## config.mk

```make
export PLATFORM = sky130hd
export DESIGN_NAME = gate_scan_seq
export DESIGN_NICKNAME = d
export VERILOG_FILES = /design/src/rtl/gss_pkg.sv /design/src/rtl/gss_cascade_timer.sv /design/src/rtl/gss_token_chain.sv /design/src/rtl/gss_row_shaper.sv /design/src/rtl/gate_scan_seq.sv
export SDC_FILE = /design/constraint.sdc
export NUM_CORES = 1
export LEC_CHECK = 0
export CORE_MARGIN = 5
export CORE_UTILIZATION = 28
export DETAILED_ROUTE_END_ITERATION = 16
export PLACE_DENSITY_LB_ADDON = 0.05
export SLEW_MARGIN = 5
export SYNTH_ARGS = -nofsm -noshare
export SYNTH_HDL_FRONTEND = slang
export SYNTH_SLANG_ARGS = --single-unit
```

## constraint.sdc

```tcl
create_clock -name clk -period 3.04 [get_ports clk]
set_input_delay 0.304 -clock clk [delete_from_list [all_inputs] [get_ports clk]]
set_output_delay 0.304 -clock clk [all_outputs]
set_load 0.02 [all_outputs]
```

## src/rtl/gss_pkg.sv

```systemverilog
`timescale 1ns/1ps
package gss_pkg;
  // Encoding of the two mode pins {mode_a, mode_b}
  typedef enum logic [1:0] {
    SCAN_OFF    = 2'b00,
    SCAN_CONT   = 2'b01,
    SCAN_JUMP   = 2'b10,
    SCAN_SINGLE = 2'b11
  } scan_mode_e;
endpackage

```

## src/rtl/gss_cascade_timer.sv

```systemverilog
`timescale 1ns/1ps
// Counts the wait of a second-position slice: fires ROWS edges after arm.
module gss_cascade_timer #(
  parameter int ROWS = 240
) (
  input  logic clk,
  input  logic rst,
  input  logic arm,
  output logic fire
);
  localparam int CW = (ROWS > 2) ? $clog2(ROWS) : 1;

  logic          armed;
  logic [CW-1:0] cnt;

  always_ff @(posedge clk) begin
    if (rst) begin
      armed <= 1'b0;
      cnt   <= '0;
    end else if (arm) begin
      armed <= 1'b1;
      cnt   <= CW'(ROWS - 1);
    end else if (armed) begin
      if (cnt == '0) armed <= 1'b0;
      else           cnt   <= cnt - 1'b1;
    end
  end

  assign fire = armed && (cnt == '0);


  fire_once_chk: assert property (@(posedge clk) disable iff (rst)
    (fire && !arm) |=> !fire);


  rearm_chk: assert property (@(posedge clk) disable iff (rst)
    arm |=> !fire);
endmodule

```

## src/rtl/gss_token_chain.sv

```systemverilog
`timescale 1ns/1ps
// Logical token chain: stage 0 is the first row of a scan in either direction.
module gss_token_chain #(
  parameter int LEN = 242
) (
  input  logic           clk,
  input  logic           rst,
  input  logic           clear,
  input  logic           inject,
  output logic [LEN-1:0] tok
);
  always_ff @(posedge clk) begin
    if (rst)        tok <= '0;
    else if (clear) tok <= {{(LEN-1){1'b0}}, inject};
    else            tok <= {tok[LEN-2:0], inject};
  end


  single_token_chk: assert property (@(posedge clk) disable iff (rst)
    $onehot0(tok));


  restart_load_chk: assert property (@(posedge clk) disable iff (rst)
    (clear && inject) |=> (tok[0] && $countones(tok) == 1));


  advance_chk: assert property (@(posedge clk) disable iff (rst)
    (!clear && tok[0]) |=> tok[1]);
endmodule

```

## src/rtl/gss_row_shaper.sv

```systemverilog
`timescale 1ns/1ps
// Applies the pulse-shape mode and the direction map, then registers the rows.
module gss_row_shaper
  import gss_pkg::*;
#(
  parameter int ROWS = 240
) (
  input  logic            clk,
  input  logic            rst,
  input  scan_mode_e      mode,
  input  logic            fwd,
  input  logic [ROWS+1:0] tok,
  output logic [ROWS-1:0] rows
);
  logic [ROWS-1:0] act;
  logic [ROWS-1:0] phys;

  for (genvar j = 0; j < ROWS; j++) begin : g_row
    assign act[j] = ((mode == SCAN_SINGLE) && tok[j])
                  | ((mode == SCAN_CONT)   && (tok[j] || tok[j+1]))
                  | ((mode == SCAN_JUMP)   && (tok[j] || tok[j+2]));
    assign phys[j] = fwd ? act[j] : act[ROWS-1-j];
  end

  always_ff @(posedge clk) begin
    if (rst) rows <= '0;
    else     rows <= phys;
  end


  off_mode_chk: assert property (@(posedge clk) disable iff (rst)
    (mode == SCAN_OFF) |=> (rows == '0));


  single_onehot_chk: assert property (@(posedge clk) disable iff (rst)
    (mode == SCAN_SINGLE) |=> $onehot0(rows));


  double_max_chk: assert property (@(posedge clk) disable iff (rst)
    (mode == SCAN_CONT || mode == SCAN_JUMP) |=> ($countones(rows) <= 2));
endmodule

```

## src/rtl/gate_scan_seq.sv

```systemverilog
`timescale 1ns/1ps
module gate_scan_seq
  import gss_pkg::*;
#(
  parameter int ROWS = 240
) (
  input  logic            clk,
  input  logic            rst,
  input  logic            start_n,
  input  logic            dir_fwd,
  input  logic            chain_sel,
  input  logic            mode_a,
  input  logic            mode_b,
  output logic [ROWS-1:0] rows
);
  localparam int LEN = ROWS + 2;

  logic           start_q;
  logic           load;
  logic           first_pos;
  logic           fire;
  logic           inject;
  logic [LEN-1:0] tok;
  scan_mode_e     mode;

  always_ff @(posedge clk) begin
    if (rst) start_q <= 1'b1;
    else     start_q <= start_n;
  end

  assign load      = !start_n && start_q;
  assign first_pos = (chain_sel == dir_fwd);
  assign inject    = first_pos ? load : (fire && !load);
  assign mode      = scan_mode_e'({mode_a, mode_b});

  gss_cascade_timer #(.ROWS(ROWS)) u_timer (
    .clk  (clk),
    .rst  (rst),
    .arm  (load && !first_pos),
    .fire (fire)
  );

  gss_token_chain #(.LEN(LEN)) u_chain (
    .clk    (clk),
    .rst    (rst),
    .clear  (load),
    .inject (inject),
    .tok    (tok)
  );

  gss_row_shaper #(.ROWS(ROWS)) u_shaper (
    .clk  (clk),
    .rst  (rst),
    .mode (mode),
    .fwd  (dir_fwd),
    .tok  (tok),
    .rows (rows)
  );


  reset_clear_chk: assert property (@(posedge clk)
    rst |=> (rows == '0));


  second_wait_chk: assert property (@(posedge clk) disable iff (rst)
    (load && !first_pos) |=> (tok == '0));


  held_low_chk: assert property (@(posedge clk) disable iff (rst)
    (!start_n && !start_q) |-> !load);
endmodule

```

; ---- Yosys cells after proc, flatten, opt, wreduce, memory -nomap -nowiden
; Index checks and enable logic that the tools add are counted.
[classes]
n_bitwise = 481
mul = 0
n_eq_ne = 5
muxes = 247
n_shift = 0
n_div = 0
n_lt_le_gt_ge = 0
n_reduce_logical = 1213
addsub = 1
[ops]
columns = operator, n
row1 = $logic_and A1 B1 Y1, 724
row2 = $logic_or A1 B1 Y1, 480
row3 = $or A1 B1 Y1, 480
row4 = $mux W1, 244
row5 = $mux W8, 3
row6 = $logic_not A8 Y1, 1
row7 = $sub A8 B1 Y8 const B, 1
row8 = $eq A2 B2 Y1 const B, 2
row9 = $reduce_and A2 Y1, 2
row10 = $reduce_or A2 Y1, 2
row11 = $logic_not A1 Y1, 3
row12 = $eq A2 B1 Y1 const B, 1
row13 = $ne A2 B1 Y1 const B, 1
row14 = $reduce_bool A2 Y1, 1
row15 = $eq A1 B1 Y1, 1
row16 = $not A1 Y1, 1
[totals]
inputBits = 7
latchBits = 0
ramBits = 0
memories = 0
rom_bits = 0
out_inout_bits = 240
reg_bits = 492

; ---- Depth between registers and ports, before layout
[depth]
depth_word = 5
mapped_depth = 6
ltp_nobuf = 6

; ---- Hierarchy
; A second synthesis with hierarchy kept.
[hier_totals]
hier_cells = 1966
hier_area_um2 = 20407.1
[by_module_without_submodules]
columns = mod, cells_each, seq_area_each_um2, n_inst, area_per_inst_um2
row1 = gss_row_shaper, 1363, 4804.6, 1, 11697.5
row2 = gss_token_chain, 538, 4844.6, 1, 8134.1
row3 = gss_cascade_timer, 57, 180.2, 1, 514.2
row4 = gate_scan_seq, 8, 20.0, 1, 61.3

; ---- Least setup slack after synthesis
; OpenSTA, ideal clock, no wires.
[synth_timing]
kind = flip-flop to flip-flop
startpoint = reg u_timer.cnt[0]
endpoint = reg u_timer.cnt[1]
slack_ns = 1.244
setup_ns = 0.071
path_stages_with_launch = 7
period_less_slack_ns = 1.796
t_required_ns = 2.969
t_arrival_ns = 1.725
path_cell_list = dfxtp_1 > inv_1 > ha_1 > or4b_4 > o21ai_2 > mux2_2 > a21oi_1
[synth_via]
elab_chain_len = 4
[synth_lines]
columns = item, line_no
row1 = "start, declared", gss_cascade_timer.sv:14  ; logic [CW-1:0] cnt;
row2 = "start signal, assigned", gss_cascade_timer.sv:22  ; cnt <= CW'(ROWS - 1);
row3 = "start signal, assigned", gss_cascade_timer.sv:25  ; else cnt <= cnt - 1'b1;
row4 = $sub A8 B1 Y8, gss_cascade_timer.sv:25
row5 = $mux W8, gss_cascade_timer.sv:24  ; if (cnt == '0) armed <= 1'b0;
row6 = $mux W8, gss_cascade_timer.sv:23  ; end else if (armed) begin
row7 = $mux W8, gss_cascade_timer.sv:20  ; end else if (arm) begin
; Parallel ways exist; a longest one is shown, timed or not. The select of a mux whose other input is x is not followed.
; A chain may end at the register's enable or synchronous reset.

; ---- Final worst setup path
[layout_timing]
startpoint = reg u_shaper.rows[237]
endpoint = out rows[237]
[layout_lines]
columns = item, line_no
row1 = "start, declared", gss_row_shaper.sv:13  ; output logic [ROWS-1:0] rows
row2 = "start signal, assigned", gss_row_shaper.sv:27  ; else rows <= phys;
row3 = "end, declared", gate_scan_seq.sv:14  ; output logic [ROWS-1:0] rows
; No word-level cell between the ends.

==> flow_summary.ini <==
[yosys]
synth_fa_ha_area_share_pct = 0.119
ys_types = 32
synth_nets = 2327
synth_area_um2 = 21100
synth_top_family_by_area = compound AO/OA/AOI/OAI gates
synth_compound_area_share_pct = 28.1
ys_seq_area_share_pct = 46.7
muxShareOfSynthArea_pct = 0.148
synth_top_area_cell = dfxtp_1
ys_ff_latch = 492
synth_area_leaders = dfxtp_1, a211oi_1, o21a_1
synth_warnings = 0
postSynthAreaPerCell_um2 = 9.11
yosysTopAreaCellShare_pct = 46.7
synthSimpleGateAreaFrac_pct = 20.7
netlist_instances = 2318
synthXorXnorAreaFrac_pct = 0.0830

[timing]
maxSlewViolCount = 0
fin_skew_ns = 0.0187
hold_viol_final = 0
tightest_slew_ns = 1.10
final-setup-viol-count = 0
timing.hold.ws_ns = 0.0456
max_freq_mhz = 498
relSlewSlack_pct = 26.8
min_period_ns = 2.01
rsz0062_at_grt = false
final.setup.tns_ns = 0
finalCritPeriodShare_pct = 66.1

[layout]
drive_gt1_share_pct = 5.66
final_core_util_pct = 35.4
nets = 2453
postLayoutCellArea_um2 = 26400
synthToLayoutAreaGrowth_pct = 25.0
antenna_cells = 0

[worst_setup_path]
cpLargestDelayFamily = buffers and inverters
crit_buf_inv = 1
startpoint_type = register
cp_slowest_cell = clkdlybuf4s50_1
crit_type = register to output pin
cp-end-kind = output pin
crit_chain = clkdlybuf4s50_1
arrival_ns = 1.71
worstPathMaxFanout = 1
crit_required_ns = 2.74
critPathMaxStageDelay_ns = 0.77

[cts]
cts_resized = 0
max-clock-path-buffers = 3
root_buffer = clkbuf_16
clock_sinks = 492
numCtsBuffers = 58
clk_pin_slew_ns = 0.06
holdBufCountCts = 0
cts_tree = built
clkLatencyLatePin_ns = 0.62
postCtsSetupBuffers = 0
cts_max_level = 2

[power]
power_density_nw_per_um2 = 574
seqPwrFrac_pct = 44.0
p_leak_uw = 0.00882
switching_share_pct = 24.2
p_clk_share_pct = 48.0
switchingPower_uw = 3660
p_int_uw = 11500
vdd_drop_max_mv = 0.389
combPwrFrac_pct = 8.0

[run_status]
run_status = finished clean

[floorplanning]
dieWidth_um = 285
rows = 100
fp.dieH_um = 285
core-area_um2 = 74600
start_util_pct = 28.3
die-area_um2 = 81000
ios = 247

[placed_design]
io_buffers = 246
place_area_um2 = 24400
gp_congestion = 0.740
place.detailed.hpwl_um = 38000

[routing]
drtIter0Drc = 733
post-route-drc-count = 0
dr.pass1.iters = 5
via_per_inst = 4.94
wl_per_cell_um = 17.2
vias = 17100
routed_wl_um = 59600
drtAntennaViolNets = 0

[global_routing]
grt_pass1_vias = 16600
grt_max_degree = 242
grt_pass1_wl_um = 95600
grt_usage_pct = 14.3
grt_overflow = 0
antenna_found_initial = 0

[min_path]
hold_path_class = primary input to register

[flow_run]
drv_cap = 0
## cell families (layout without fill, tap and decap cells)
group,count (synthesis),after routing
flops,492,492
fa+ha+maj,2,2
simple gates,748,748
mux,3,3
xor+xnor,2,2
buf+inv,218,390
compound gates,853,853
## placed cells by master (no fill, tap or decap), types with 2 or more instances in the layout
master,count
nor3b_1,3
nor2b_1,241
nor3_1,242
clkdlybuf4s50_1,242
buf_4,18
inv_6,2
bufinv_16,6
or3_1,3
clkbuf_8,20
inv_8,3
clkinv_2,6
or3b_2,2
and2_1,241
a31oi_1,4
o21a_1,240
nand2_1,7
a21oi_1,247
dfxtp_1,492
clkinvlp_4,4
nor2_1,2
buf_12,13
inv_1,4
clkbuf_1,12
mux2i_1,2
clkbuf_16,59
ha_1,2
o22a_1,120
a211oi_1,240
## path summary, 6_finish.rpt
path | start | end | cells past startpoint | slack, ns
worst max-delay path | u_shaper.rows[237] | rows[237] | 1 | 1.03
worst min-delay path | dir_fwd | u_shaper.rows[81] | 2 | 0.05
worst max register to register | u_timer.cnt[0] | u_timer.cnt[1] | 6 | 1.06
worst min register to register | u_chain.tok[0] | u_chain.tok[1] | 1 | 0.49
## metal layers
metal	up-vias	global-route usage [%]	routed length [µm]
met2	276	22.9	26800
met3	97	3.33	2910
met1	8107	19.3	28400
met4	0	3.88	1520
li1	8610	-	-
met5	-	0	0
## flip-flops by register name, summed over array words and instances, names as in the netlist
register and flops:
u_chain.tok 242, u_timer.armed 1, u_timer.cnt 8, start_q 1
u_shaper.rows 240
## per-stage QoR
stage / cells / worst slack, ns / total power [µW]
6_report: 3459 / 1.03 / 15100
4_1_cts: 3459 / 1.02 / 15400
3_5_place_dp: 3353 / 0.729 / 8040
3_3_place_gp: 3353 / 0.718 / 8040
2_1_floorplan: 2318 / 1.24 / 7530
5_1_grt: 3459 / 0.921 / 15800
## power groups by stage
stage / Clock, µW / Sequential [µW] / Combinational [µW]
after floorplan: 0 / 6940 / 593
after global placement: 0 / 6810 / 1230
after detailed placement: 0 / 6810 / 1230
after CTS: 7530 / 6670 / 1240
after global routing: 7770 / 6670 / 1320
final: 7260 / 6660 / 1210
## area by class of cell
class | instances | area [µm²]
timing repair buffer | 277 | 2870
fill | 7540 | 48200
sequential | 492 | 9850
clock buffer | 87 | 1740
tap | 969 | 1210
clock inverter | 19 | 267
multi-input combinational | 1608 | 10400
inverter | 7 | 48.8
## Yosys cell counts
master     instances
a31oi_1            4
mux2i_1            2
or3b_2             2
or4b_4             1
clkinv_1           2
or3_1              3
nand3_1            1
or4_4              1
dfxtp_1          492
nand2_1            7
inv_1              4
a211oi_1         240
a21oi_2            1
nor2b_1          241
nor3b_1            3
nor3_1           242
o21a_1           240
xor2_1             1
or2_2              1
ha_1               2
and2_1           241
mux2_2             1
nand2b_1           1
xnor2_1            1
o22a_1           120
buf_2             47
inv_2              1
nor2_1             3
nand4bb_1          1
a21oi_1          247
clkbuf_1         164
o21ai_2            1
No activity file was read; power rests on OpenSTA's default activity.
